===== src/rtl/shf_pkg.sv =====
package shf_pkg;
  // Mode word: bit 1 enables saturation, bit 0 selects logical mode
  typedef struct packed {
    logic sat;
    logic logical;
  } shf_mode_t;
endpackage


===== src/rtl/shf_count_clamp.sv =====
module shf_count_clamp #(
  parameter int LANE_W = 16,
  parameter int CNT_W  = 6,
  localparam int MAG_W = $clog2(LANE_W + 1)
) (
  input  logic [CNT_W-1:0] count,
  output logic             go_left,
  output logic [MAG_W-1:0] mag
);
  localparam int MAX_LEFT  = LANE_W - 1;
  localparam int MAX_RIGHT = LANE_W;

  int cnt_i;

  always_comb begin
    cnt_i   = int'($signed(count));
    go_left = (cnt_i >= 0);
    if (cnt_i > MAX_LEFT) begin
      mag = MAG_W'(MAX_LEFT);
    end else if (cnt_i < -MAX_RIGHT) begin
      mag = MAG_W'(MAX_RIGHT);
    end else if (cnt_i >= 0) begin
      mag = MAG_W'(cnt_i);
    end else begin
      mag = MAG_W'(-cnt_i);
    end
  end
endmodule


===== src/rtl/shf_lane.sv =====
module shf_lane #(
  parameter int LANE_W = 16,
  localparam int MAG_W = $clog2(LANE_W + 1),
  localparam int EXT_W = 2 * LANE_W
) (
  input  logic [LANE_W-1:0] din,
  input  logic              go_left,
  input  logic [MAG_W-1:0]  mag,
  input  shf_pkg::shf_mode_t mode,
  output logic [LANE_W-1:0] dout,
  output logic              is_zero,
  output logic              is_neg
);
  localparam logic [LANE_W-1:0] POS_LIMIT = {1'b0, {(LANE_W-1){1'b1}}};
  localparam logic [LANE_W-1:0] NEG_LIMIT = {1'b1, {(LANE_W-1){1'b0}}};

  logic              sign_fill;
  logic [EXT_W-1:0]  ext;
  logic [EXT_W-1:0]  left_val;
  logic [EXT_W-1:0]  right_val;
  logic [LANE_W:0]   top_bits;
  logic              overflow;
  logic              clamp;

  always_comb begin
    // Logical mode zero-extends, so one arithmetic shifter serves both modes
    sign_fill = din[LANE_W-1] & ~mode.logical;
    ext       = {{LANE_W{sign_fill}}, din};
    left_val  = ext << mag;
    right_val = EXT_W'($signed(ext) >>> mag);
    top_bits  = left_val[EXT_W-1:LANE_W-1];
    overflow  = ~((&top_bits) | ~(|top_bits));
    clamp     = go_left & mode.sat & ~mode.logical & overflow;
    if (clamp) begin
      dout = din[LANE_W-1] ? NEG_LIMIT : POS_LIMIT;
    end else if (go_left) begin
      dout = left_val[LANE_W-1:0];
    end else begin
      dout = right_val[LANE_W-1:0];
    end
    is_zero = ~(|dout);
    is_neg  = dout[LANE_W-1];
  end
endmodule


===== src/rtl/dual_lane_shifter.sv =====
module dual_lane_shifter #(
  parameter int LANE_W = 16,
  parameter int LANES  = 2,
  parameter int CNT_W  = 6,
  localparam int DATA_W = LANE_W * LANES,
  localparam int MAG_W  = $clog2(LANE_W + 1)
) (
  input  logic              clk,
  input  logic              rst_n,
  input  logic              valid_in,
  input  logic [DATA_W-1:0] operand,
  input  logic [CNT_W-1:0]  shift_amt,
  input  logic [1:0]        op,
  output logic [DATA_W-1:0] result,
  output logic              flag_zero,
  output logic              flag_neg,
  output logic              flag_carry,
  output logic              flag_ovf0,
  output logic              flag_ovf1
);
  shf_pkg::shf_mode_t mode;
  logic               go_left;
  logic [MAG_W-1:0]   mag;
  logic [DATA_W-1:0]  lane_out;
  logic [LANES-1:0]   lane_zero;
  logic [LANES-1:0]   lane_neg;

  logic [DATA_W-1:0]  result_d;
  logic               zero_d, neg_d, carry_d, ovf0_d, ovf1_d;

  assign mode = shf_pkg::shf_mode_t'(op);

  shf_count_clamp #(.LANE_W(LANE_W), .CNT_W(CNT_W)) clamp_i (
    .count   (shift_amt),
    .go_left (go_left),
    .mag     (mag)
  );

  for (genvar g = 0; g < LANES; g++) begin : g_lane
    shf_lane #(.LANE_W(LANE_W)) lane_i (
      .din     (operand[g*LANE_W +: LANE_W]),
      .go_left (go_left),
      .mag     (mag),
      .mode    (mode),
      .dout    (lane_out[g*LANE_W +: LANE_W]),
      .is_zero (lane_zero[g]),
      .is_neg  (lane_neg[g])
    );
  end

  // Next-state logic with explicit enable
  always_comb begin
    result_d = result;
    zero_d   = flag_zero;
    neg_d    = flag_neg;
    carry_d  = flag_carry;
    ovf0_d   = flag_ovf0;
    ovf1_d   = flag_ovf1;
    if (valid_in) begin
      result_d = lane_out;
      zero_d   = |lane_zero;
      neg_d    = |lane_neg;
      carry_d  = 1'b0;
      ovf0_d   = 1'b0;
      ovf1_d   = 1'b0;
    end
  end

  always_ff @(posedge clk or negedge rst_n) begin
    if (!rst_n) begin
      result     <= '0;
      flag_zero  <= 1'b0;
      flag_neg   <= 1'b0;
      flag_carry <= 1'b0;
      flag_ovf0  <= 1'b0;
      flag_ovf1  <= 1'b0;
    end else begin
      result     <= result_d;
      flag_zero  <= zero_d;
      flag_neg   <= neg_d;
      flag_carry <= carry_d;
      flag_ovf0  <= ovf0_d;
      flag_ovf1  <= ovf1_d;
    end
  end
endmodule


===== config.mk =====
export PLATFORM = sky130hd
export DESIGN_NAME = dual_lane_shifter
export DESIGN_NICKNAME = d
export VERILOG_FILES = /design/src/rtl/shf_pkg.sv /design/src/rtl/shf_count_clamp.sv /design/src/rtl/shf_lane.sv /design/src/rtl/dual_lane_shifter.sv
export SDC_FILE = /design/constraint.sdc
export NUM_CORES = 1
export LEC_CHECK = 0
export BUFFER_PORTS_ARGS = -buffer_cell sky130_fd_sc_hd__buf_2
export CAP_MARGIN = 20
export CORE_ASPECT_RATIO = 0.75
export CORE_MARGIN = 3
export CORE_UTILIZATION = 55
export DETAILED_ROUTE_END_ITERATION = 6
export PLACE_DENSITY = 0.79
export SLEW_MARGIN = 20
export SYNTH_ARGS = -nofsm -noshare
export SYNTH_HDL_FRONTEND = slang
export SYNTH_SLANG_ARGS = --single-unit

===== constraint.sdc =====
create_clock -name clk -period 0.8 [get_ports clk]
set_input_delay 0.08 -clock clk [delete_from_list [all_inputs] [get_ports clk]]
set_output_delay 0.08 -clock clk [all_outputs]
set_load 0.03 [all_outputs]

==> results of run 1 <==
-- Yosys cell counts, drive strengths merged (3+ instances only) --
| cell type | count |
|---|---|
| o21ai | 110 |
| a32o | 5 |
| o21a | 9 |
| inv | 14 |
| a211o | 3 |
| o32a | 5 |
| o22a | 4 |
| nand4 | 10 |
| o32ai | 5 |
| o22ai | 9 |
| a32oi | 6 |
| o2111ai | 6 |
| mux2i | 3 |
| and2 | 9 |
| mux2 | 4 |
| or4 | 3 |
| o31ai | 15 |
| a21o | 8 |
| and3 | 10 |
| a21oi | 120 |
| or3 | 6 |
| o211ai | 28 |
| nand2b | 4 |
| o21bai | 6 |
| a311oi | 5 |
| o21ba | 4 |
| o311ai | 4 |
| nor3 | 62 |
| nor4 | 16 |
| nand2 | 81 |
| nor2 | 77 |
| a31oi | 19 |
| or2 | 4 |
| nand3 | 118 |
| o221ai | 10 |
| clkbuf | 31 |
| buf | 68 |
| dfrtp | 34 |
| a211oi | 27 |
| mux4 | 3 |
| o211a | 4 |
| a221oi | 9 |
| a22oi | 5 |
| or4b | 4 |
-- per-stage QoR --
stage / cell area, um^2 / std cells
detailed placement: 9990 / 1555
global placement: 9990 / 1555
floorplan: 6950 / 1023
-- kinds of logic after synthesis --
logic type,count (synthesis)
AO/OA/AOI/OAI,448
AND/OR/NAND/NOR,412
buffers and inverters,113
flip-flops,34
multiplexers,10
XOR/XNOR,2
adder cells (fa/ha/maj),1
other,1
==> report_table.html, run 1 <==
<table>
<tr><th>Metric</th><th>Value</th></tr>
<tr><th colspan="2">Yosys</th></tr>
<tr><td>Area fraction in compound gates after synthesis</td><td>44.2%</td></tr>
<tr><td>Netlist cell types</td><td>100</td></tr>
<tr><td>Largest family of logic cells by synthesized area</td><td>compound AO/OA/AOI/OAI gates</td></tr>
<tr><td>Dominant synthesized flop cell</td><td>sky130_fd_sc_hd__dfrtp_1</td></tr>
<tr><td>Leading cell types by total area after synthesis</td><td>sky130_fd_sc_hd__dfrtp_1 (12%), sky130_fd_sc_hd__a21oi_1 (8.7%), sky130_fd_sc_hd__nand3_1 (8.6%)</td></tr>
<tr><td>Cell count after synthesis</td><td>1021</td></tr>
<tr><td>Fraction of the yosys area taken by sequential cells</td><td>12.4%</td></tr>
<tr><td>Post-synthesis share of cell area spent on full adders, half adders and majority gates</td><td>0.183%</td></tr>
<tr><td>Post-synthesis cell type with the largest combined area</td><td>sky130_fd_sc_hd__dfrtp_1</td></tr>
<tr><td>Async SR Flop Fraction</td><td>100%</td></tr>
<tr><td>Post-Syn Area</td><td>6840 um^2</td></tr>
<tr><td>Yosys warns</td><td>0</td></tr>
<tr><td>Multiplexer share of the synthesized area</td><td>2.09%</td></tr>
<tr><td>Area share of the leading cell type in the synthesized netlist</td><td>12.4%</td></tr>
<tr><td>Count of flip-flops with a built-in enable after synthesis</td><td>0</td></tr>
<tr><td>Simple-gate area share of the yosys netlist</td><td>31.5%</td></tr>
<tr><td>Xor-xnor portion of the synthesized cell area</td><td>0.256%</td></tr>
<tr><td>Synth Area per Inst</td><td>6.69 um^2</td></tr>
<tr><td>FF+latch count, synth</td><td>34</td></tr>
<tr><th colspan="2">Run status</th></tr>
<tr><td>Result of the run</td><td>stopped before the end</td></tr>
<tr><td>Last step reached</td><td>4_1_cts</td></tr>
<tr><td>First reported error</td><td>[ERROR DPL-0033] detailed placement checks failed during check placement.</td></tr>
<tr><th colspan="2">CTS</th></tr>
<tr><td>CTS Root Buffer Type</td><td>sky130_fd_sc_hd__clkbuf_16</td></tr>
<tr><td>Buffers inserted during post-CTS setup optimization</td><td>57</td></tr>
<tr><td>Count of H-tree levels built during CTS</td><td>2</td></tr>
<tr><td>Number of buffers inserted during clock tree synthesis</td><td>5</td></tr>
<tr><td>Number of buffers added to fix hold violations after cts</td><td>1</td></tr>
<tr><td>Number of gates resized after cts</td><td>248</td></tr>
<tr><td>Buffer depth of the longest clock path</td><td>2</td></tr>
<tr><td>Clock Sink Count</td><td>34</td></tr>
<tr><th colspan="2">Floorplanning</th></tr>
<tr><td>Ports</td><td>80</td></tr>
<tr><td>Row count</td><td>34</td></tr>
<tr><td>Vertical die dimension</td><td>103 um</td></tr>
<tr><td>Starting utilization of the core area</td><td>57.6%</td></tr>
<tr><td>Die W</td><td>135 um</td></tr>
<tr><th colspan="2">Place</th></tr>
<tr><td>Estimated wirelength of the detail-placed design</td><td>32100 um</td></tr>
<tr><td>RePlAce Congestion</td><td>1.35</td></tr>
<tr><td>Pre-CTS setup slack</td><td>-2830 ps</td></tr>
<tr><td>Port Buf Inserts</td><td>76</td></tr>
</table>
==> inputs of run 2 (changes only) <==
Settings changed: CORE_ASPECT_RATIO 0.75 to unset, CORE_UTILIZATION 55 to 40, PLACE_DENSITY 0.79 to unset, PLACE_DENSITY_LB_ADDON set to 0.15.
Clock period 0.8 ns to 1 ns, I/O delays scaled along.
==> report_table.html, run 2 <==
<table>
<tr><th>Metric</th><th>Value</th></tr>
<tr><th colspan="2">Timing</th></tr>
<tr><td>Slew HR</td><td>36.8%</td></tr>
<tr><td>Highest clock rate</td><td>327 MHz</td></tr>
<tr><td>Setup repair after global routing missed its margin</td><td>yes</td></tr>
<tr><td>Setup tns final</td><td>-67130 ps</td></tr>
<tr><td>Final WS setup</td><td>-2050 ps</td></tr>
<tr><td>Final hold violation count</td><td>0</td></tr>
<tr><td>Min Clock Period, post-route</td><td>3050 ps</td></tr>
<tr><td>Fin crit share</td><td>305%</td></tr>
<tr><td>Clock skew after layout</td><td>0 ps</td></tr>
<tr><td>Count of final max-slew check failures</td><td>0</td></tr>
<tr><td>Slew of the pin with the lowest slew margin</td><td>947 ps</td></tr>
<tr><td>Final setup viols</td><td>34</td></tr>
<tr><th colspan="2">CTS</th></tr>
<tr><td>Buffer depth of the longest clock path</td><td>2 (unchanged)</td></tr>
<tr><td>Clock Sink Count</td><td>34 (unchanged)</td></tr>
<tr><td>Clock transition at path regs</td><td>60 ps</td></tr>
<tr><td>Number of buffers inserted during clock tree synthesis</td><td>5 (unchanged)</td></tr>
<tr><td>TritonCTS clock tree</td><td>built</td></tr>
<tr><td>Count of H-tree levels built during CTS</td><td>2 (unchanged)</td></tr>
<tr><td>CTS Root Buffer Type</td><td>sky130_fd_sc_hd__clkbuf_16</td></tr>
<tr><td>Latest clock arrival within the worst-skew pair</td><td>280 ps</td></tr>
<tr><th colspan="2">Drt</th></tr>
<tr><td>WL/cell</td><td>25.0 um</td></tr>
<tr><td>First-pass DRT Iterations</td><td>7</td></tr>
<tr><td>Vias after detailed routing</td><td>11000</td></tr>
<tr><td>Remaining antenna violation count after routing</td><td>0</td></tr>
<tr><td>Total length of routed wires</td><td>41700 um</td></tr>
<tr><td>Vias per std cell</td><td>6.61</td></tr>
<tr><td>Post-detailed-route DRC marker count</td><td>2</td></tr>
<tr><td>Drt initial violations</td><td>1727</td></tr>
<tr><th colspan="2">Worst setup path</th></tr>
<tr><td>Critical path buffer and inverter count</td><td>3</td></tr>
<tr><td>Arrival time of data at the critical path endpoint</td><td>3270 ps</td></tr>
<tr><td>Setup Crit Path Kind</td><td>in2reg</td></tr>
<tr><td>Slowest cell delay on critical path</td><td>590 ps</td></tr>
<tr><td>Cell Chain, Critical Path</td><td>buf_6 &gt; inv_4 &gt; ha_4 &gt; xor2_4 &gt; o21ai_4 &gt; clkbuf_16 &gt; nor4_4 &gt; nor2_2 &gt; a2111oi_4 &gt; o221ai_1 &gt; or4_4 &gt; or3_4 &gt; a311oi_2 &gt; a211o_1</td></tr>
<tr><td>WP data required</td><td>1220 ps</td></tr>
<tr><td>Cell type group with the largest total delay on the critical path</td><td>simple AND/OR/NAND/NOR gates</td></tr>
<tr><td>Number of cells on the worst reg-to-reg path</td><td>3</td></tr>
<tr><td>Highest net fanout along the worst path</td><td>4</td></tr>
<tr><td>Capture point of the worst reg-to-reg path</td><td>result[20]$_DFFE_PN0P_</td></tr>
<tr><td>Slack of the worst reg-to-reg path</td><td>60 ps</td></tr>
<tr><td>Sort of element at the start of the critical path</td><td>input port</td></tr>
<tr><td>Cell with the largest stage delay on the worst path</td><td>sky130_fd_sc_hd__or4_4</td></tr>
<tr><td>Endpoint class of the critical path</td><td>flop</td></tr>
<tr><td>R2R Path Start</td><td>result[20]$_DFFE_PN0P_</td></tr>
<tr><td>Critical path startpoint</td><td>shift_amt[1]</td></tr>
<tr><th colspan="2">Final layout</th></tr>
<tr><td>Area grow syn2layout</td><td>71.8%</td></tr>
<tr><td>Ant. Diodes</td><td>0</td></tr>
<tr><td>Number of nets in the layout</td><td>1492</td></tr>
<tr><td>Core Util, Final</td><td>70.6%</td></tr>
<tr><td>Registers with the highest flip-flop counts</td><td>result (32), flag_neg (1), flag_zero (1)</td></tr>
<tr><td>Filler cell count</td><td>1407</td></tr>
<tr><td>Area of all placed cells without fillers</td><td>11700 um^2</td></tr>
<tr><td>Register containing the most flip-flops in the final layout</td><td>result</td></tr>
<tr><td>Flip-flop and latch area</td><td>851 um^2</td></tr>
<tr><td>Number of flip-flops in the largest register</td><td>32</td></tr>
<tr><td>Commonest non-fill, non-tap cells in the layout</td><td>sky130_fd_sc_hd__buf_4 (395), sky130_fd_sc_hd__nand3_1 (113), sky130_fd_sc_hd__a21oi_1 (83), sky130_fd_sc_hd__nand2_1 (73), sky130_fd_sc_hd__buf_2 (71)</td></tr>
<tr><td>Most common cell after layout, fill and taps aside</td><td>sky130_fd_sc_hd__buf_4</td></tr>
<tr><td>Fraction of final layout cells sized beyond drive strength 1</td><td>50.3%</td></tr>
<tr><td>Area occupied by multi-input gates</td><td>6310 um^2</td></tr>
<tr><th colspan="2">Yosys</th></tr>
<tr><td>Fraction of the yosys area taken by sequential cells</td><td>12.4% (unchanged)</td></tr>
<tr><td>Post-synthesis cell type with the largest combined area</td><td>sky130_fd_sc_hd__dfrtp_1</td></tr>
<tr><td>Most frequent cell after synthesis</td><td>sky130_fd_sc_hd__a21oi_1</td></tr>
<tr><td>Area share of the leading cell type in the synthesized netlist</td><td>12.4% (unchanged)</td></tr>
<tr><td>Post-Syn Area</td><td>6840 um^2 (unchanged)</td></tr>
<tr><td>Yosys warns</td><td>0 (unchanged)</td></tr>
<tr><td>Dominant synthesized flop cell</td><td>sky130_fd_sc_hd__dfrtp_1</td></tr>
<tr><td>Cell count after synthesis</td><td>1021 (unchanged)</td></tr>
<tr><td>Netlist cell types</td><td>100 (unchanged)</td></tr>
<tr><td>Count of flip-flops with a built-in enable after synthesis</td><td>0 (unchanged)</td></tr>
<tr><td>Async SR Flop Fraction</td><td>100% (unchanged)</td></tr>
<tr><td>FF+latch count, synth</td><td>34 (unchanged)</td></tr>
<tr><td>Leading cell types by total area after synthesis</td><td>sky130_fd_sc_hd__dfrtp_1 (12%), sky130_fd_sc_hd__a21oi_1 (8.7%), sky130_fd_sc_hd__nand3_1 (8.6%)</td></tr>
<tr><td>Synth Area per Inst</td><td>6.69 um^2 (unchanged)</td></tr>
<tr><td>Most numerous cell types in the synthesized netlist</td><td>sky130_fd_sc_hd__a21oi_1 (119), sky130_fd_sc_hd__nand3_1 (118), sky130_fd_sc_hd__nand2_1 (79), sky130_fd_sc_hd__o21ai_0 (75), sky130_fd_sc_hd__nor2_1 (72)</td></tr>
<tr><th colspan="2">Place</th></tr>
<tr><td>Estimated wirelength of the detail-placed design</td><td>33000 um (+2.9%)</td></tr>
<tr><td>RePlAce Congestion</td><td>1.10 (-19%)</td></tr>
<tr><td>Port Buf Inserts</td><td>76 (unchanged)</td></tr>
<tr><td>Placement Cell Area</td><td>10300 um^2 (+2.8%)</td></tr>
<tr><th colspan="2">Global routing</th></tr>
<tr><td>Number of global-route vias before repair</td><td>10100</td></tr>
<tr><td>Gr busiest metal</td><td>met2</td></tr>
<tr><td>Global-route wire length before repair</td><td>60500 um</td></tr>
<tr><td>GRT Resource Usage Total</td><td>42.4%</td></tr>
<tr><td>Sum of overflow across all layers after global routing</td><td>0</td></tr>
<tr><td>Pin count of the biggest net entering global routing</td><td>35</td></tr>
<tr><td>GR met2 Demand/Resource</td><td>61.8%</td></tr>
<tr><td>Met3 Track Usage GR</td><td>10.0%</td></tr>
<tr><td>Global routing usage on met1</td><td>59.8%</td></tr>
<tr><td>Antenna violations before repair</td><td>0</td></tr>
<tr><th colspan="2">Floorplanning</th></tr>
<tr><td>Vertical die dimension</td><td>137 um (+33%)</td></tr>
<tr><td>Starting utilization of the core area</td><td>41.1% (-17 points)</td></tr>
<tr><td>Core region area</td><td>16600 um^2</td></tr>
<tr><td>Die area</td><td>18700 um^2</td></tr>
<tr><td>Row count</td><td>47 (+38%)</td></tr>
<tr><td>Ports</td><td>80 (unchanged)</td></tr>
<tr><td>Die W</td><td>137 um (+1.5%)</td></tr>
<tr><th colspan="2">Power and ir drop</th></tr>
<tr><td>Switching Power</td><td>5830 uW</td></tr>
<tr><td>Static leakage</td><td>0.00502 uW</td></tr>
<tr><td>Peak VDD IR</td><td>0.000852 V</td></tr>
<tr><td>Net switching fraction of the power</td><td>47.6%</td></tr>
<tr><td>Post-layout total power</td><td>12200 uW</td></tr>
<tr><td>Int Pwr</td><td>6410 uW</td></tr>
<tr><td>Clk pwr share</td><td>12.9%</td></tr>
<tr><td>Power per unit of standard cell area</td><td>1040 nW/um^2</td></tr>
<tr><td>Logic gate share of total power</td><td>73.2%</td></tr>
<tr><td>Sequential share of power</td><td>13.8%</td></tr>
<tr><th colspan="2">Run</th></tr>
<tr><td>Max-cap violation count</td><td>0</td></tr>
<tr><th colspan="2">Min path</th></tr>
<tr><td>Worst hold-check path type</td><td>in2async</td></tr>
<tr><th colspan="2">Run status</th></tr>
<tr><td>Violations in the final reports</td><td>DRC, setup timing</td></tr>
<tr><td>Result of the run</td><td>complete, but fails checks</td></tr>
</table>
==> run 2: kinds of logic (layout without fill, tap and decap cells) <==
| group | Yosys count | in the layout | synth area share (%) |
|---|---|---|---|
| xor gates and xnor gates | 2 | 2 | 0.256 |
| muxes | 10 | 10 | 2.09 |
| adders and majority gates | 1 | 1 | 0.183 |
| other | 1 | 3 | 0.0549 |
| and+or+nand+nor | 412 | 412 | 31.5 |
| buffers and inverters | 113 | 539 | 9.26 |
| DFF | 34 | 34 | 12.4 |
| AOI/OAI and AO/OA | 448 | 448 | 44.2 |
==> run 2: how the worst max path moves through the flow <==
stage                        endpoint  slack, ps  cells after the start
4_1_cts        result[19]$_DFFE_PN0P_      -1970                     17
5_1_grt        result[19]$_DFFE_PN0P_      -2150                     14
2_1_floorplan   flag_zero$_DFFE_PN0P_      -2080                     16
3_5_place_dp   result[19]$_DFFE_PN0P_      -2570                     15
3_3_place_gp   result[19]$_DFFE_PN0P_      -2530                     15
6_report       result[19]$_DFFE_PN0P_      -2050                     14
==> run 2: layout make-up <==
cell class              count  share of cell area [%]
multi-input cells         876                    53.7
inverters                  14                   0.490
repair buffers            517                    34.9
clock buffers               6                    1.18
well taps                 220                    2.34
flip-flops and latches     34                    7.24
clock inverters             2                   0.107
==> run 2: worst reg2reg max path: stages, from the launching register on <==
cell,delay [ps]
sky130_fd_sc_hd__dfrtp_1,380
sky130_fd_sc_hd__nor2b_1,140
sky130_fd_sc_hd__a41oi_2,190
sky130_fd_sc_hd__o31ai_2,100
==> run 2: timing repair <==
item / in CTS / in global routing
hold buffers: 1 / 0
pin swaps: 25 / 47
gates resized for setup: 108 / 128
endpoints found under the hold margin: 34 / 0
buffers inserted: 10 / 14
setup endpoints to repair: 34 / 35
cloned: 0 / 4
==> run 2: routing by layer <==
metal | up-vias | share of wire (%)
met4 | 0 | 6.0
met2 | 882 | 41
met1 | 5101 | 40
li1 | 4841 | -
met3 | 205 | 13
met5 | - | 0
==> run 2: per-stage QoR <==
step / cells / hold slack [ps] / worst slack, ps
floorplan: 1023 / -196 / -2080
global placement: 1634 / 68.9 / -2530
detailed placement: 1634 / 72.1 / -2570
CTS: 1653 / 308 / -1970
global route: 1669 / 337 / -2150
finish: 1669 / 316 / -2050
==> run 2: power by group through the flow <==
stage                     combinational, uW  sequential (uW)  clock, uW
after floorplan                        3470             2100          0
after global placement                 7640             1710          0
after detailed placement               7650             1710          0
after CTS                              8080             1690       1590
after global routing                   9360             1720       1640
final                                  8960             1690       1580
Power figures use the tool's default switching activity.
==> inputs of run 3 (changes only) <==
Settings changed: ABC_AREA set to 1.
==> report_table.html, run 3 <==
<table>
<tr><th>Metric</th><th>Value</th></tr>
<tr><th colspan="2">Place</th></tr>
<tr><td>Inst Count DP</td><td>1617 (-1.0%)</td></tr>
<tr><td>RePlAce Congestion</td><td>0.962 (-13%)</td></tr>
<tr><td>Estimated wirelength of the detail-placed design</td><td>20700 um (-37%)</td></tr>
<tr><td>Port Buf Inserts</td><td>76 (unchanged)</td></tr>
<tr><td>Pre-CTS setup slack</td><td>-1810 ps (+766 ps)</td></tr>
<tr><td>Placement Cell Area</td><td>8570 um^2 (-17%)</td></tr>
<tr><th colspan="2">Drt</th></tr>
<tr><td>Met1 WL</td><td>11300 um (-32%)</td></tr>
<tr><td>First-pass DRT Iterations</td><td>6 (-1)</td></tr>
<tr><td>Post-detailed-route DRC marker count</td><td>0 (-2)</td></tr>
<tr><td>Remaining antenna violation count after routing</td><td>0 (unchanged)</td></tr>
<tr><td>Vias per std cell</td><td>5.84 (-12%)</td></tr>
<tr><td>Drt initial violations</td><td>1277 (-26%)</td></tr>
<tr><td>Vias after detailed routing</td><td>9749 (-12%)</td></tr>
<tr><td>Highest metal used</td><td>met4</td></tr>
<tr><td>WL/cell</td><td>18.0 um (-28%)</td></tr>
<tr><td>Total length of routed wires</td><td>30000 um (-28%)</td></tr>
<tr><td>Sum of met3 wire segment lengths after detailed routing</td><td>2670 um (-50%)</td></tr>
<tr><td>Met2 wire len</td><td>14100 um (-18%)</td></tr>
<tr><th colspan="2">Floorplanning</th></tr>
<tr><td>Vertical die dimension</td><td>130 um (-5.1%)</td></tr>
<tr><td>Starting utilization of the core area</td><td>41.6% (+0.48 points)</td></tr>
<tr><td>Ports</td><td>80 (unchanged)</td></tr>
<tr><td>Row count</td><td>44 (-6.4%)</td></tr>
<tr><td>Die area</td><td>16800 um^2 (-9.9%)</td></tr>
<tr><td>Die W</td><td>130 um (-5.1%)</td></tr>
<tr><td>Core region area</td><td>14800 um^2 (-11%)</td></tr>
<tr><th colspan="2">Timing</th></tr>
<tr><td>Setup repair after global routing missed its margin</td><td>yes</td></tr>
<tr><td>Clock skew after layout</td><td>0 ps (unchanged)</td></tr>
<tr><td>Final hold violation count</td><td>0 (unchanged)</td></tr>
<tr><td>Min Clock Period, post-route</td><td>2490 ps (-563 ps)</td></tr>
<tr><td>Fin crit share</td><td>249% (-56 points)</td></tr>
<tr><td>Count of final max-slew check failures</td><td>0 (unchanged)</td></tr>
<tr><td>Setup tns final</td><td>-46840 ps (+20290 ps)</td></tr>
<tr><td>Final WS setup</td><td>-1490 ps (+563 ps)</td></tr>
<tr><td>Highest clock rate</td><td>401 MHz (+23%)</td></tr>
<tr><td>Final setup viols</td><td>34 (unchanged)</td></tr>
<tr><th colspan="2">Global routing</th></tr>
<tr><td>GRT Resource Usage Total</td><td>34.0% (-8.4 points)</td></tr>
<tr><td>Antenna violations before repair</td><td>0 (unchanged)</td></tr>
<tr><td>Sum of overflow across all layers after global routing</td><td>0 (unchanged)</td></tr>
<tr><td>Number of global-route vias before repair</td><td>9144 (-9.2%)</td></tr>
<tr><td>Global-route wire length before repair</td><td>46100 um (-24%)</td></tr>
<tr><td>Pin count of the biggest net entering global routing</td><td>35 (unchanged)</td></tr>
<tr><th colspan="2">Yosys</th></tr>
<tr><td>Async SR Flop Fraction</td><td>100% (unchanged)</td></tr>
<tr><td>Yosys warns</td><td>0 (unchanged)</td></tr>
<tr><td>Count of flip-flops with a built-in enable after synthesis</td><td>0 (unchanged)</td></tr>
<tr><td>Area share of the leading cell type in the synthesized netlist</td><td>25.2% (+13 points)</td></tr>
<tr><td>FF+latch count, synth</td><td>34 (unchanged)</td></tr>
<tr><td>Dominant synthesized flop cell</td><td>sky130_fd_sc_hd__dfrtp_1</td></tr>
<tr><td>Most numerous cell types in the synthesized netlist</td><td>sky130_fd_sc_hd__nand2_1 (411), sky130_fd_sc_hd__nand3_1 (301), sky130_fd_sc_hd__nor2_1 (99), sky130_fd_sc_hd__inv_1 (72), sky130_fd_sc_hd__o21ai_0 (56)</td></tr>
<tr><td>Post-Syn Area</td><td>6130 um^2 (-10%)</td></tr>
<tr><td>Post-synthesis cell type with the largest combined area</td><td>sky130_fd_sc_hd__nand2_1</td></tr>
<tr><td>Leading cell types by total area after synthesis</td><td>sky130_fd_sc_hd__nand2_1 (25%), sky130_fd_sc_hd__nand3_1 (25%), sky130_fd_sc_hd__dfrtp_1 (14%)</td></tr>
<tr><td>Synth Area per Inst</td><td>5.23 um^2 (-22%)</td></tr>
<tr><td>Cell count after synthesis</td><td>1172 (+15%)</td></tr>
<tr><td>Most frequent cell after synthesis</td><td>sky130_fd_sc_hd__nand2_1</td></tr>
<tr><td>Fraction of the yosys area taken by sequential cells</td><td>13.9% (+1.4 points)</td></tr>
<tr><td>Netlist cell types</td><td>42 (-58%)</td></tr>
<tr><th colspan="2">Final layout</th></tr>
<tr><td>Filler-free cell count of the finished design</td><td>1669 (unchanged)</td></tr>
<tr><td>Register containing the most flip-flops in the final layout</td><td>result</td></tr>
<tr><td>Area grow syn2layout</td><td>70.2%</td></tr>
<tr><td>Commonest non-fill, non-tap cells in the layout</td><td>sky130_fd_sc_hd__nand2_1 (361), sky130_fd_sc_hd__buf_4 (250), sky130_fd_sc_hd__nand3_1 (178), sky130_fd_sc_hd__nand3_2 (112), sky130_fd_sc_hd__nor2_1 (81)</td></tr>
<tr><td>Number of flip-flops in the largest register</td><td>32 (unchanged)</td></tr>
<tr><td>Fraction of final layout cells sized beyond drive strength 1</td><td>42.2% (-8.2 points)</td></tr>
<tr><td>Number of nets in the layout</td><td>1529 (+2.5%)</td></tr>
<tr><td>Area of all placed cells without fillers</td><td>10400 um^2 (-11%)</td></tr>
<tr><td>Registers with the highest flip-flop counts</td><td>result (32), flag_neg (1), flag_zero (1)</td></tr>
<tr><td>Ant. Diodes</td><td>0 (unchanged)</td></tr>
<tr><td>Most common cell after layout, fill and taps aside</td><td>sky130_fd_sc_hd__nand2_1</td></tr>
<tr><th colspan="2">Run status</th></tr>
<tr><td>Violations in the final reports</td><td>setup timing</td></tr>
<tr><td>Result of the run</td><td>complete, but fails checks</td></tr>
<tr><th colspan="2">Worst setup path</th></tr>
<tr><td>R2R Path Start</td><td>result[14]$_DFFE_PN0P_</td></tr>
<tr><td>Setup Crit Path Kind</td><td>in2reg</td></tr>
<tr><td>Number of cells on the worst reg-to-reg path</td><td>2 (-1)</td></tr>
<tr><td>Cell type group with the largest total delay on the critical path</td><td>simple AND/OR/NAND/NOR gates</td></tr>
<tr><td>Cell with the largest stage delay on the worst path</td><td>sky130_fd_sc_hd__ha_4</td></tr>
<tr><td>WP data required</td><td>1200 ps (-20 ps)</td></tr>
<tr><td>Critical path buffer and inverter count</td><td>6 (+3)</td></tr>
<tr><td>Arrival time of data at the critical path endpoint</td><td>2690 ps (-580 ps)</td></tr>
<tr><td>Slowest cell delay on critical path</td><td>260 ps (-330 ps)</td></tr>
<tr><td>Endpoint class of the critical path</td><td>flop</td></tr>
<tr><td>Sort of element at the start of the critical path</td><td>input port</td></tr>
<tr><td>Cell Chain, Critical Path</td><td>buf_6 &gt; inv_6 &gt; ha_4 &gt; nand2_4 &gt; nand2_4 &gt; nand2_8 &gt; inv_12 &gt; buf_12 &gt; buf_8 &gt; nand3_4 &gt; nand3_4 &gt; nand2_1 &gt; nand2_1 &gt; nand3_2 &gt; nand2_2 &gt; nor2_1 &gt; nand2_1 &gt; nor2_1 &gt; nand2_1 &gt; nand4_1 &gt; nand2_2 &gt; clkinvlp_4 &gt; a21oi_2</td></tr>
<tr><td>Highest net fanout along the worst path</td><td>8 (+4)</td></tr>
<tr><td>Slack of the worst reg-to-reg path</td><td>310 ps (+250 ps)</td></tr>
<tr><td>Capture point of the worst reg-to-reg path</td><td>result[14]$_DFFE_PN0P_</td></tr>
<tr><td>Cell repeated most along the worst path</td><td>sky130_fd_sc_hd__nand2_1</td></tr>
<tr><th colspan="2">Min path</th></tr>
<tr><td>Worst hold-check path type</td><td>in2reg</td></tr>
<tr><td>Worst-case hold path end point</td><td>result[5]$_DFFE_PN0P_</td></tr>
<tr><td>Worst Min Path Start</td><td>valid_in</td></tr>
<tr><td>Number of instances on the worst hold path</td><td>2</td></tr>
<tr><th colspan="2">Power and ir drop</th></tr>
<tr><td>Static leakage</td><td>0.00548 uW (+9.2%)</td></tr>
<tr><td>Power per unit of standard cell area</td><td>1080 nW/um^2 (+3.8%)</td></tr>
<tr><td>Peak VDD IR</td><td>0.000703 V (-17%)</td></tr>
<tr><th colspan="2">CTS</th></tr>
<tr><td>TritonCTS clock tree</td><td>built</td></tr>
<tr><td>Clock transition at path regs</td><td>50 ps (about the same)</td></tr>
<tr><td>Count of H-tree levels built during CTS</td><td>2 (unchanged)</td></tr>
<tr><td>Latest clock arrival within the worst-skew pair</td><td>280 ps (about the same)</td></tr>
<tr><td>Number of buffers inserted during clock tree synthesis</td><td>5 (unchanged)</td></tr>
<tr><td>Clock Sink Count</td><td>34 (unchanged)</td></tr>
<tr><td>Buffer depth of the longest clock path</td><td>2 (unchanged)</td></tr>
<tr><td>CTS Root Buffer Type</td><td>sky130_fd_sc_hd__clkbuf_16</td></tr>
<tr><th colspan="2">Run</th></tr>
<tr><td>Max-cap violation count</td><td>0 (unchanged)</td></tr>
</table>
-- run 3: cell count changes in the layout (fill, tap and decap cells not counted), sizes merged, moves of 60 or more --
cell,change
a21oi,-90
buf,-139
inv,+65
nand2,+341
nand3,+188
nor3,-60
-- run 3: stage by stage --
step | hold WS (ps) | util (%) | power [uW]
after floorplan | -196 | - | 5600
after global placement | 66.2 | 58.1 | 8310
after detailed placement | 66.1 | 58.1 | 8330
after CTS | 170 | 67.4 | 10700
after global routing | 197 | 70.7 | 12000
final | 169 | 70.7 | 11300
-- run 3: layout make-up --
cell class / instances / area [um^2]
Sequential cell: 34 / 851
Clock buffer: 7 / 133
Timing Repair inverter: 1 / 7.51
Multi-Input combinational cell: 985 / 5630
Fill cell: 1235 / 4320
Inverter: 79 / 344
Timing Repair Buffer: 379 / 3240
Tap cell: 184 / 230
-- run 3: cells by family (layout without fill, tap and decap cells) --
| logic type | Yosys count | in the layout | share of synthesized area [%] |
|---|---|---|---|
| compound gates | 134 | 134 | 12.8 |
| mux | 1 | 1 | 0.163 |
| simple gates | 845 | 846 | 60.0 |
| fa+ha+maj | 1 | 1 | 0.204 |
| buf+inv | 156 | 466 | 12.9 |
| flops | 34 | 34 | 13.9 |
| other cells | 1 | 3 | 0.0612 |
-- run 3: worst register-to-register path, delay by kind of cell (launching register included) --
| family | cells | cell delay, ps |
|---|---|---|
| AO/OA/AOI/OAI | 1 | 60 |
| flip-flops | 1 | 380 |
| AND/OR/NAND/NOR | 1 | 130 |
-- run 3: layer usage --
layer	up-vias	track usage, %
met5	-	0
met4	0	18.5
li1	4546	-
met2	624	56.9
met3	172	5.81
met1	4407	41.6
-- run 3: how the worst max path moves through the flow --
stage / startpoint / end / slack, ps / depth (start not counted)
floorplan: shift_amt[1] / flag_zero$_DFFE_PN0P_ / -1260 / 26
global placement: shift_amt[1] / flag_zero$_DFFE_PN0P_ / -1820 / 26
detailed placement: shift_amt[1] / flag_zero$_DFFE_PN0P_ / -1810 / 26
CTS: shift_amt[1] / result[4]$_DFFE_PN0P_ / -1360 / 25
global route: shift_amt[0] / flag_zero$_DFFE_PN0P_ / -1660 / 27
finish: shift_amt[0] / result[7]$_DFFE_PN0P_ / -1490 / 23
-- run 3: power breakdown --
part           internal [uW]  leakage (uW)  switching (uW)
Sequential              1590      0.000396             108
Clock                    906     0.0000640             493
Combinational           3470       0.00502            4730
Total                   5960       0.00548            5330
-- run 3: what timing repair did --
item                       4_1_cts  5_1_grt
gates resized for setup        200       80
setup buffers                   21       11
hold endpoints to repair        34        0
hold buffers                     1        0
gates cloned                    10        4
setup endpoints to repair       34       34
pin swaps                       31       24
==> inputs of run 4 (changes only) <==
Settings changed: SYNTH_HIERARCHICAL set to 1.
==> report_table.html, run 4 <==
<table>
<tr><th>Metric</th><th>Value</th></tr>
<tr><th colspan="2">Worst setup path</th></tr>
<tr><td>Highest net fanout along the worst path</td><td>8 (unchanged)</td></tr>
<tr><td>WP data required</td><td>1160 ps (-40 ps)</td></tr>
<tr><td>Sort of element at the start of the critical path</td><td>input port</td></tr>
<tr><td>Setup Crit Path Kind</td><td>in2reg</td></tr>
<tr><td>R2R Path Start</td><td>result[16]$_DFFE_PN0P_</td></tr>
<tr><td>Capture point of the worst reg-to-reg path</td><td>result[16]$_DFFE_PN0P_</td></tr>
<tr><td>Endpoint class of the critical path</td><td>flop</td></tr>
<tr><td>Number of cells on the worst reg-to-reg path</td><td>2 (unchanged)</td></tr>
<tr><td>Cell repeated most along the worst path</td><td>sky130_fd_sc_hd__nand2_1</td></tr>
<tr><td>Slack of the worst reg-to-reg path</td><td>360 ps (+50 ps)</td></tr>
<tr><td>Arrival time of data at the critical path endpoint</td><td>2730 ps (+40 ps)</td></tr>
<tr><td>Cell with the largest stage delay on the worst path</td><td>sky130_fd_sc_hd__ha_4</td></tr>
<tr><td>Critical path startpoint</td><td>shift_amt[0]</td></tr>
<tr><td>Slowest cell delay on critical path</td><td>230 ps (-30 ps)</td></tr>
<tr><td>Worst setup path endpoint</td><td>flag_zero$_DFFE_PN0P_</td></tr>
<tr><th colspan="2">Final layout</th></tr>
<tr><td>Registers with the highest flip-flop counts</td><td>result (32), flag_neg (1), flag_zero (1)</td></tr>
<tr><td>Number of nets in the layout</td><td>1488 (-2.7%)</td></tr>
<tr><td>Area grow syn2layout</td><td>59.4%</td></tr>
<tr><td>Register containing the most flip-flops in the final layout</td><td>result</td></tr>
<tr><td>Fraction of final layout cells sized beyond drive strength 1</td><td>43.1% (+0.96 points)</td></tr>
<tr><td>Ant. Diodes</td><td>0 (unchanged)</td></tr>
<tr><td>Most common cell after layout, fill and taps aside</td><td>sky130_fd_sc_hd__nand2_1</td></tr>
<tr><td>Number of flip-flops in the largest register</td><td>32 (unchanged)</td></tr>
<tr><td>Commonest non-fill, non-tap cells in the layout</td><td>sky130_fd_sc_hd__nand2_1 (415), sky130_fd_sc_hd__buf_4 (236), sky130_fd_sc_hd__nand3_1 (184), sky130_fd_sc_hd__nand3_2 (93), sky130_fd_sc_hd__nand2_2 (83)</td></tr>
<tr><th colspan="2">Min path</th></tr>
<tr><td>Worst hold-check path type</td><td>in2reg</td></tr>
<tr><th colspan="2">Run status</th></tr>
<tr><td>Result of the run</td><td>complete, but fails checks</td></tr>
<tr><td>Violations in the final reports</td><td>setup timing</td></tr>
<tr><th colspan="2">Timing</th></tr>
<tr><td>Count of final max-slew check failures</td><td>0 (unchanged)</td></tr>
<tr><td>Final WS setup</td><td>-1570 ps (-77.7 ps)</td></tr>
<tr><td>Setup repair after global routing missed its margin</td><td>yes</td></tr>
<tr><td>Fin crit share</td><td>257% (+7.8 points)</td></tr>
<tr><td>Final setup viols</td><td>34 (unchanged)</td></tr>
<tr><td>Slew HR</td><td>34.2%</td></tr>
<tr><td>Final hold violation count</td><td>0 (unchanged)</td></tr>
<tr><td>Clock skew after layout</td><td>0 ps (unchanged)</td></tr>
<tr><td>Highest clock rate</td><td>389 MHz (-3.0%)</td></tr>
<tr><td>Slew of the pin with the lowest slew margin</td><td>983 ps</td></tr>
<tr><td>Setup tns final</td><td>-48350 ps (-1520 ps)</td></tr>
<tr><td>Min Clock Period, post-route</td><td>2570 ps (+77.7 ps)</td></tr>
<tr><th colspan="2">Drt</th></tr>
<tr><td>Remaining antenna violation count after routing</td><td>0 (unchanged)</td></tr>
<tr><td>Vias after detailed routing</td><td>8969 (-8.0%)</td></tr>
<tr><td>Post-detailed-route DRC marker count</td><td>0 (unchanged)</td></tr>
<tr><td>Total length of routed wires</td><td>25600 um (-15%)</td></tr>
<tr><td>Drt initial violations</td><td>809 (-37%)</td></tr>
<tr><td>Vias per std cell</td><td>5.42 (-7.3%)</td></tr>
<tr><td>First-pass DRT Iterations</td><td>5 (-1)</td></tr>
<tr><td>WL/cell</td><td>15.4 um (-14%)</td></tr>
<tr><th colspan="2">Yosys</th></tr>
<tr><td>Most numerous cell types in the synthesized netlist</td><td>sky130_fd_sc_hd__nand2_1 (464), sky130_fd_sc_hd__nand3_1 (265), sky130_fd_sc_hd__nor2_1 (54), sky130_fd_sc_hd__inv_1 (42), sky130_fd_sc_hd__o21ai_0 (41)</td></tr>
<tr><td>Area share of the leading cell type in the synthesized netlist</td><td>27.6% (+2.5 points)</td></tr>
<tr><td>Dominant synthesized flop cell</td><td>sky130_fd_sc_hd__dfrtp_1</td></tr>
<tr><td>Synth Area per Inst</td><td>5.51 um^2 (+5.4%)</td></tr>
<tr><td>Cell count after synthesis</td><td>1144 (-2.4%)</td></tr>
<tr><td>Netlist cell types</td><td>37 (-12%)</td></tr>
<tr><td>Most frequent cell after synthesis</td><td>sky130_fd_sc_hd__nand2_1</td></tr>
<tr><td>Post-Syn Area</td><td>6310 um^2 (+2.9%)</td></tr>
<tr><td>Fraction of the yosys area taken by sequential cells</td><td>13.5% (-0.39 points)</td></tr>
<tr><td>Post-synthesis cell type with the largest combined area</td><td>sky130_fd_sc_hd__nand2_1</td></tr>
<tr><td>Count of flip-flops with a built-in enable after synthesis</td><td>0 (unchanged)</td></tr>
<tr><td>Yosys warns</td><td>6 (+6)</td></tr>
<tr><td>Async SR Flop Fraction</td><td>100% (unchanged)</td></tr>
<tr><td>FF+latch count, synth</td><td>34 (unchanged)</td></tr>
<tr><td>Leading cell types by total area after synthesis</td><td>sky130_fd_sc_hd__nand2_1 (28%), sky130_fd_sc_hd__nand3_1 (21%), sky130_fd_sc_hd__dfrtp_1 (13%)</td></tr>
<tr><th colspan="2">CTS</th></tr>
<tr><td>Count of H-tree levels built during CTS</td><td>2 (unchanged)</td></tr>
<tr><td>Clock Sink Count</td><td>34 (unchanged)</td></tr>
<tr><td>Number of buffers inserted during clock tree synthesis</td><td>5 (unchanged)</td></tr>
<tr><td>TritonCTS clock tree</td><td>built</td></tr>
<tr><td>Clock transition at path regs</td><td>50 ps (about the same)</td></tr>
<tr><td>Latest clock arrival within the worst-skew pair</td><td>270 ps (about the same)</td></tr>
<tr><td>Buffer depth of the longest clock path</td><td>2 (unchanged)</td></tr>
<tr><td>CTS Root Buffer Type</td><td>sky130_fd_sc_hd__clkbuf_16</td></tr>
<tr><th colspan="2">Power and ir drop</th></tr>
<tr><td>Post-layout total power</td><td>10900 uW (-3.9%)</td></tr>
<tr><td>Peak VDD IR</td><td>0.000649 V (-7.8%)</td></tr>
<tr><td>Power per unit of standard cell area</td><td>1080 nW/um^2 (-0.22%)</td></tr>
<tr><td>Static leakage</td><td>0.00550 uW (+0.37%)</td></tr>
<tr><th colspan="2">Run</th></tr>
<tr><td>Max-cap violation count</td><td>0 (unchanged)</td></tr>
<tr><th colspan="2">Global routing</th></tr>
<tr><td>Pin count of the biggest net entering global routing</td><td>37 (+5.7%)</td></tr>
<tr><td>Number of global-route vias before repair</td><td>8248 (-9.8%)</td></tr>
<tr><td>GRT Resource Usage Total</td><td>27.3% (-6.7 points)</td></tr>
<tr><td>Antenna violations before repair</td><td>0 (unchanged)</td></tr>
<tr><td>Global-route wire length before repair</td><td>39700 um (-14%)</td></tr>
<tr><td>Sum of overflow across all layers after global routing</td><td>0 (unchanged)</td></tr>
<tr><th colspan="2">Floorplanning</th></tr>
<tr><td>Core region area</td><td>15300 um^2 (+3.8%)</td></tr>
<tr><td>Die area</td><td>17300 um^2 (+2.7%)</td></tr>
<tr><td>Vertical die dimension</td><td>132 um (+1.4%)</td></tr>
<tr><td>Ports</td><td>80 (unchanged)</td></tr>
<tr><td>Die W</td><td>132 um (+1.4%)</td></tr>
<tr><td>Starting utilization of the core area</td><td>41.2% (-0.38 points)</td></tr>
<tr><td>Row count</td><td>45 (+2.3%)</td></tr>
<tr><th colspan="2">Place</th></tr>
<tr><td>Port Buf Inserts</td><td>76 (unchanged)</td></tr>
<tr><td>Estimated wirelength of the detail-placed design</td><td>19300 um (-6.6%)</td></tr>
<tr><td>RePlAce Congestion</td><td>0.982 (+2.0%)</td></tr>
</table>
## run 4: report_power, final
| part | internal, uW | switching (uW) |
|---|---|---|
| Sequential | 1590 | 125 |
| Combinational | 3230 | 4390 |
| Clock | 985 | 529 |
## run 4: worst min path at each step
stage	slack [ps]	from	cells past startpoint	to
final	260	valid_in	4	result[21]$_DFFE_PN0P_
after global routing	280	valid_in	4	result[3]$_DFFE_PN0P_
after CTS	260	valid_in	4	result[3]$_DFFE_PN0P_
after detailed placement	70	rst_n	2	result[22]$_DFFE_PN0P_
after global placement	70	rst_n	2	result[29]$_DFFE_PN0P_
after floorplan	-200	rst_n	0	flag_neg$_DFFE_PN0P_
## run 4: repair_timing
action | 4_1_cts | 5_1_grt
endpoints found under the hold margin | 34 | 0
cloned | 3 | 3
resized for setup | 84 | 103
setup buffers | 14 | 15
pin swaps | 24 | 52
endpoints found under the setup margin | 34 | 34
hold buffers | 1 | 0
## run 4: routing by layer
metal	up-vias	part of all wire [%]	track usage, %
li1	4382	-	-
met4	0	5.9	14.5
met3	101	5.0	2.07
met1	4103	41	34.3
met5	-	0	0
met2	383	48	46.6
## run 4: per-stage QoR
step / instances / utilization (%) / hold slack (ps) / cell area (um^2) / setup slack (ps)
floorplan: 1146 / - / -196 / 6530 / -1320
global placement: 1618 / 57.3 / 69.7 / 8780 / -2000
detailed placement: 1618 / 57.3 / 72.1 / 8780 / -2000
CTS: 1643 / 62.1 / 261 / 9510 / -1460
global route: 1656 / 65.6 / 278 / 10100 / -1720
finish: 1656 / 65.6 / 260 / 10100 / -1570
## run 4: area by class of cell
class	count	area, um^2
fill	1443	5260
inverter	50	258
clock inverter	1	5.00
sequential	34	851
multi-input combinational	992	5530
clock buffer	7	143
timing repair inverter	1	16.3
timing repair buffer	360	2980
tap	211	264
## run 4: cell families (layout without fill, tap and decap cells)
kind of cell    after synthesis  after routing  share of synthesized area, %
fa+ha+maj                     1              1                         0.198
simple gates                885            885                          65.7
flops                        34             34                          13.5
buf+inv                     120            419                          11.1
other cells                   1              3                        0.0595
compound gates               99             99                          8.83
mux                           4              4                         0.635
## run 4: critical path: cells and delay by family
family	cells	cell delay (ps)
AND/OR/NAND/NOR	17	1490
buffers and inverters	5	520
AO/OA/AOI/OAI	3	390
adder cells (fa/ha/maj)	1	230
